<file path="src/rtl/usb_line_state_detector.sv">
module usb_line_state_detector #(
  parameter int SAMPLES_PER_BIT = 4,
  parameter int LONG_SAMPLES    = 121
) (
  input  logic       clk,
  input  logic       rst_n,
  input  logic       dp_i,
  input  logic       dm_i,
  output logic [1:0] line_state_o,
  output logic       se1_err_o,
  output logic       sop_o,
  output logic       eop_o,
  output logic       connected_o,
  output logic       bus_reset_o,
  output logic       reset_start_o,
  output logic       disconnected_o
);
  localparam int CW      = $clog2(LONG_SAMPLES + 1);
  localparam int EOP_MIN = 2 * SAMPLES_PER_BIT - SAMPLES_PER_BIT / 2;
  localparam int EOP_MAX = 2 * SAMPLES_PER_BIT + SAMPLES_PER_BIT / 2;
  localparam int AW      = $clog2(SAMPLES_PER_BIT + 1);
  localparam logic [CW-1:0] LONG_C = CW'(LONG_SAMPLES);
  localparam logic [CW-1:0] LONG_M1 = CW'(LONG_SAMPLES - 1);
  localparam logic [CW-1:0] EMIN_C = CW'(EOP_MIN);
  localparam logic [CW-1:0] EMAX_C = CW'(EOP_MAX);
  localparam logic [AW-1:0] IDLE_C = AW'(SAMPLES_PER_BIT);

  localparam logic [1:0] LS_SE0 = 2'b00;
  localparam logic [1:0] LS_J   = 2'b01;
  localparam logic [1:0] LS_K   = 2'b10;
  localparam logic [1:0] LS_SE1 = 2'b11;

  logic [1:0]    s1, s2;
  logic [CW-1:0] se0_cnt, hi_cnt, se0_nx, hi_nx;
  logic [AW-1:0] arm, arm_nx;
  logic          in_pkt;

  wire is_se0 = (s2 == LS_SE0);
  wire is_j   = (s2 == LS_J);
  wire is_k   = (s2 == LS_K);

  assign se0_nx = !is_se0 ? '0 : (se0_cnt == LONG_C) ? LONG_C : se0_cnt + 1'b1;
  assign hi_nx  =  is_se0 ? '0 : (hi_cnt == LONG_C)  ? LONG_C : hi_cnt + 1'b1;

  wire long_se0_hit = is_se0 && (se0_cnt == LONG_M1);
  wire long_hi_hit  = !is_se0 && (hi_cnt == LONG_M1);
  wire eop_len_ok   = (se0_cnt >= EMIN_C) && (se0_cnt <= EMAX_C);

  always_comb begin
    arm_nx = '0;
    if (is_j) begin
      if (eop_len_ok)      arm_nx = AW'(1);
      else if (arm != '0)  arm_nx = arm + 1'b1;
    end
  end

  wire eop_hit = is_j && (arm_nx == IDLE_C);
  wire sop_hit = is_k && (line_state_o == LS_J) && !in_pkt;

  always_ff @(posedge clk) begin
    if (!rst_n) begin
      s1 <= '0;
      s2 <= '0;
    end else begin
      s1 <= {dm_i, dp_i};
      s2 <= s1;
    end
  end

  always_ff @(posedge clk) begin
    if (!rst_n) begin
      se0_cnt        <= '0;
      hi_cnt         <= '0;
      arm            <= '0;
      in_pkt         <= 1'b0;
      line_state_o   <= LS_SE0;
      se1_err_o      <= 1'b0;
      sop_o          <= 1'b0;
      eop_o          <= 1'b0;
      connected_o    <= 1'b0;
      bus_reset_o    <= 1'b0;
      reset_start_o  <= 1'b0;
      disconnected_o <= 1'b0;
    end else begin
      se0_cnt       <= se0_nx;
      hi_cnt        <= hi_nx;
      arm           <= eop_hit ? '0 : arm_nx;
      line_state_o  <= s2;
      se1_err_o     <= (s2 == LS_SE1);
      sop_o         <= sop_hit;
      eop_o         <= eop_hit;
      reset_start_o <= long_se0_hit && connected_o;

      if (sop_hit)     in_pkt <= 1'b1;
      else if (is_se0) in_pkt <= 1'b0;

      if (long_se0_hit)     connected_o <= 1'b0;
      else if (long_hi_hit) connected_o <= 1'b1;

      if (long_se0_hit && connected_o) bus_reset_o <= 1'b1;
      else if (!is_se0)                bus_reset_o <= 1'b0;

      if (long_se0_hit && !connected_o) disconnected_o <= 1'b1;
      else if (!is_se0)                 disconnected_o <= 1'b0;
    end
  end
endmodule

</file>
<file path="config.mk">
export PLATFORM = sky130hd
export DESIGN_NAME = usb_line_state_detector
export DESIGN_NICKNAME = d
export VERILOG_FILES = /design/src/rtl/usb_line_state_detector.sv
export SDC_FILE = /design/constraint.sdc
export NUM_CORES = 1
export LEC_CHECK = 0
export ABC_AREA = 1
export CAP_MARGIN = 15
export CORE_UTILIZATION = 38
export CTS_CLUSTER_DIAMETER = 60
export CTS_CLUSTER_SIZE = 10
export DETAILED_ROUTE_END_ITERATION = 10
export DONT_BUFFER_PORTS = 1
export PLACE_DENSITY_LB_ADDON = 0.25
export SETUP_SLACK_MARGIN = 0.15
export SYNTH_ARGS = -nofsm -noshare
export SYNTH_HDL_FRONTEND = slang
export SYNTH_SLANG_ARGS = --single-unit
export TNS_END_PERCENT = 50
</file>
<file path="constraint.sdc">
create_clock -name clk -period 4 [get_ports clk]
set_clock_uncertainty 0.15 [all_clocks]
set_input_delay 0.2 -clock clk [delete_from_list [all_inputs] [get_ports clk]]
set_output_delay 0.2 -clock clk [all_outputs]
set_load 0.005 [all_outputs]
</file>
==> summary.md <==
| Metric | Value |
|---|---|
| Commonest cells after routing, fill and taps aside | `34 x nand2_1, 31 x dfxtp_1, 28 x inv_1, 23 x nor2_1, 11 x nand3_1` |
| Clock transition at path regs | `0.11 ns` |
| Worst reg2reg startpoint | `se0_cnt[0]` |
| Worst Path Arrival | `1.66 ns` |
| CP Max Fanout | `5` |
| Pint | `0.4551 mW` |
| Yosys warns | `0` |
| Share of total power in combinational logic | `0.045` |
| DRT Wirelength | `2.404 mm` |
| Synth Cell Area | `1354 sq um` |
| Post-CTS setup buffer count | `0` |
| RePlAce Congestion | `0.8180` |
| Core Util, Final | `0.4513` |
| Worst vdd ir | `0.2737 mV` |
| Routing usage on met1 | `0.1711` |
| Total global-route track usage | `0.1460` |
| Vias in the first global route | `894` |
| Met3 Use GR | `0.07773` |
| RSZ-0062 raised after global routing | `false` |
| Largest net degree at the start of global routing | `12` |
| # clock sinks | `31` |
| Clk_lat worst skew | `0.34 ns` |
| Root buffer cell | `clkbuf_4` |
| Die X | `61.69 um` |
| Row count | `21` |
| I/O pin total | `13` |
| Maxcap violations | `0` |
| Layout cells sized above 1 | `0.1135` |
| Critical path origin | `se0_cnt[0]` |
| Avg Cell Area, Syn | `7.736 sq um` |
| Net Sw Power | `0.1372 mW` |
| PwrDens | `390.3 nW/um^2` |
| Cells after Synth | `175` |
| Final period utilization | `0.3838` |
| TritonRoute pass-1 iters | `4` |
| First-pass GRT wire length | `3.822 mm` |
| Max Freq | `651.4 MHz` |
| Setup CP Type | `register to register` |
| Register area share after synthesis | `0.4584` |
| Worst Setup End Kind | `register` |
| Dpl ws | `2.518 ns` |
| PnR worst setup slack | `2.465 ns` |
| CTS tree | `done` |
| Antenna diodes | `0` |
| Starting Density | `0.4025` |
| Wirelength per Cell | `10.41 um` |
| Most Used Layer, Global Route | `met2` |
| Crit path launch type | `register` |
| Iteration-0 DRC count of the detailed router | `44` |
| Clock tree buffer depth | `2` |
| Post-Syn Nets | `188` |
| Antenna-violating nets left | `0` |
| Most common cell after layout, fill and taps aside | `nand2_1` |
| Final setup fails | `0` |
| Final Hold Fails | `0` |
| Global route overflow | `0` |
| Crit path required time | `4.13 ns` |
| Vias after detailed routing | `1072` |
| Area growth, synth to finish | `12.11%` |
| CTS buffer count | `5` |
| DIE AREA | `3805 sq um` |
| Sw frac | `0.2316` |
| Hold_sp | `s1[1]` |
| Leakage | `0.6599 nW` |
| Sum of negative setup slack | `0 ns` |
| Initial antenna violation count | `0` |
| Storage cell area | `620.6 sq um` |
| Slew headroom | `0.7757` |
| Status | `completed` |
| Met2 usage | `0.2166` |
| Core Area | `3363 sq um` |
| DP HPWL | `1.792 mm` |
| H-tree Lvls | `2` |
| Residual DRC | `0` |
| Worst Hold Class | `register to register` |
| Hold Buf Count CTS | `3` |
| IO Port Bufs | `0` |
| Synth unique cells | `27` |
| # fillers | `356` |
| Slew Viols, Final | `0` |
| Total Nets Final | `197` |
| Clock Power Share | `0.416` |
| Vias per cell | `4.641` |
| Worst Tran Pin Value | `0.3353 ns` |
| Final critical-path required period | `1.535 ns` |
| Seq cells post-synth | `31` |
| Post_cts resized | `0` |
| Multi-input logic area | `611.8 sq um` |
| Register share of total power | `0.539` |
| Die height | `61.69 um` |
flip-flops by register name, indices dropped and copies added, names as in the netlist, 2 cells and up:
register	count
line_state_o	2
s1	2
se0_cnt	7
hi_cnt	7
s2	2
arm	3
cell families after synthesis:
group | after synthesis | synth area share
AND/OR/NAND/NOR | 86 | 0.2920
flip-flops | 31 | 0.4584
buffers and inverters | 32 | 0.08964
adder cells (fa/ha/maj) | 9 | 0.08318
XOR/XNOR | 3 | 0.01941
AO/OA/AOI/OAI | 14 | 0.05730
per-layer routing:
| layer | vias up | share of wire |
|---|---|---|
| li1 | 564 | - |
| met1 | 482 | 0.46 |
| met2 | 20 | 0.45 |
| met3 | 6 | 0.064 |
| met4 | 0 | 0.019 |
| met5 | - | 0 |
area by class of cell:
cell class,instances,area share
clock buffers,5,0.02473
multi-input cells,112,0.4031
clock inverters,3,0.02885
well taps,46,0.03792
inverters,31,0.07667
flip-flops and latches,31,0.4089
repair buffers,3,0.01979
critical path, cell delays in order, from the launching register on:
cell and delay (ns):
dfxtp_1 0.42, inv_1 0.10, ha_1 0.21, inv_1 0.05, nand2_1 0.04, nand2_1 0.06, nand2_1 0.06, nand2_1 0.08
nand2_1 0.08, nor2_2 0.08, nand2_1 0.08, nor2_2 0.08
stage by stage:
stage          power (mW)  hold WS [ns]  cell area [sq um]  std cells
4_1_cts            0.6012        0.2795               1518        231
5_1_grt            0.6174        0.2888               1518        231
3_3_place_gp       0.3485        0.1452               1406        220
6_report           0.5923        0.2762               1518        231
2_1_floorplan      0.3446        0.1476               1354        175
3_5_place_dp       0.3495        0.1501               1406        220
power groups by stage:
stage,Clock [mW],Sequential [mW],Combinational [mW]
2_1_floorplan,0,0.325,0.0197
3_3_place_gp,0,0.326,0.0224
3_5_place_dp,0,0.326,0.0234
4_1_cts,0.255,0.319,0.0270
5_1_grt,0.266,0.320,0.0311
6_report,0.246,0.319,0.0267
path summary, 6_finish.rpt:
| kind | endpoint | slack [ns] | cells after the start |
|---|---|---|---|
| hold reg to reg | s2[1] | 0.28 | 2 |
| setup / recovery | eop_o | 2.46 | 11 |
| hold / removal | s2[1] | 0.28 | 2 |
| setup reg to reg | eop_o | 2.46 | 11 |
cell usage after synthesis, drive strengths merged:
| cell | count | area, sq um |
|---|---|---|
| a31oi | 2 | 12.51 |
| xnor2 | 1 | 8.760 |
| nor2 | 28 | 122.6 |
| nand4 | 2 | 12.51 |
| inv | 31 | 116.4 |
| o21ai | 5 | 25.02 |
| or2 | 5 | 33.79 |
| and2 | 1 | 8.760 |
| xor2 | 2 | 17.52 |
| ha | 9 | 112.6 |
| o22ai | 1 | 6.260 |
| a21oi | 5 | 25.02 |
| nor3b | 2 | 15.01 |
| buf | 1 | 5.000 |
| nor3 | 3 | 20.02 |
| nand3 | 11 | 55.05 |
| dfxtp | 31 | 620.6 |
| nand2 | 34 | 127.6 |
| a22o | 1 | 8.760 |
(Power assumes the default switching activity.)
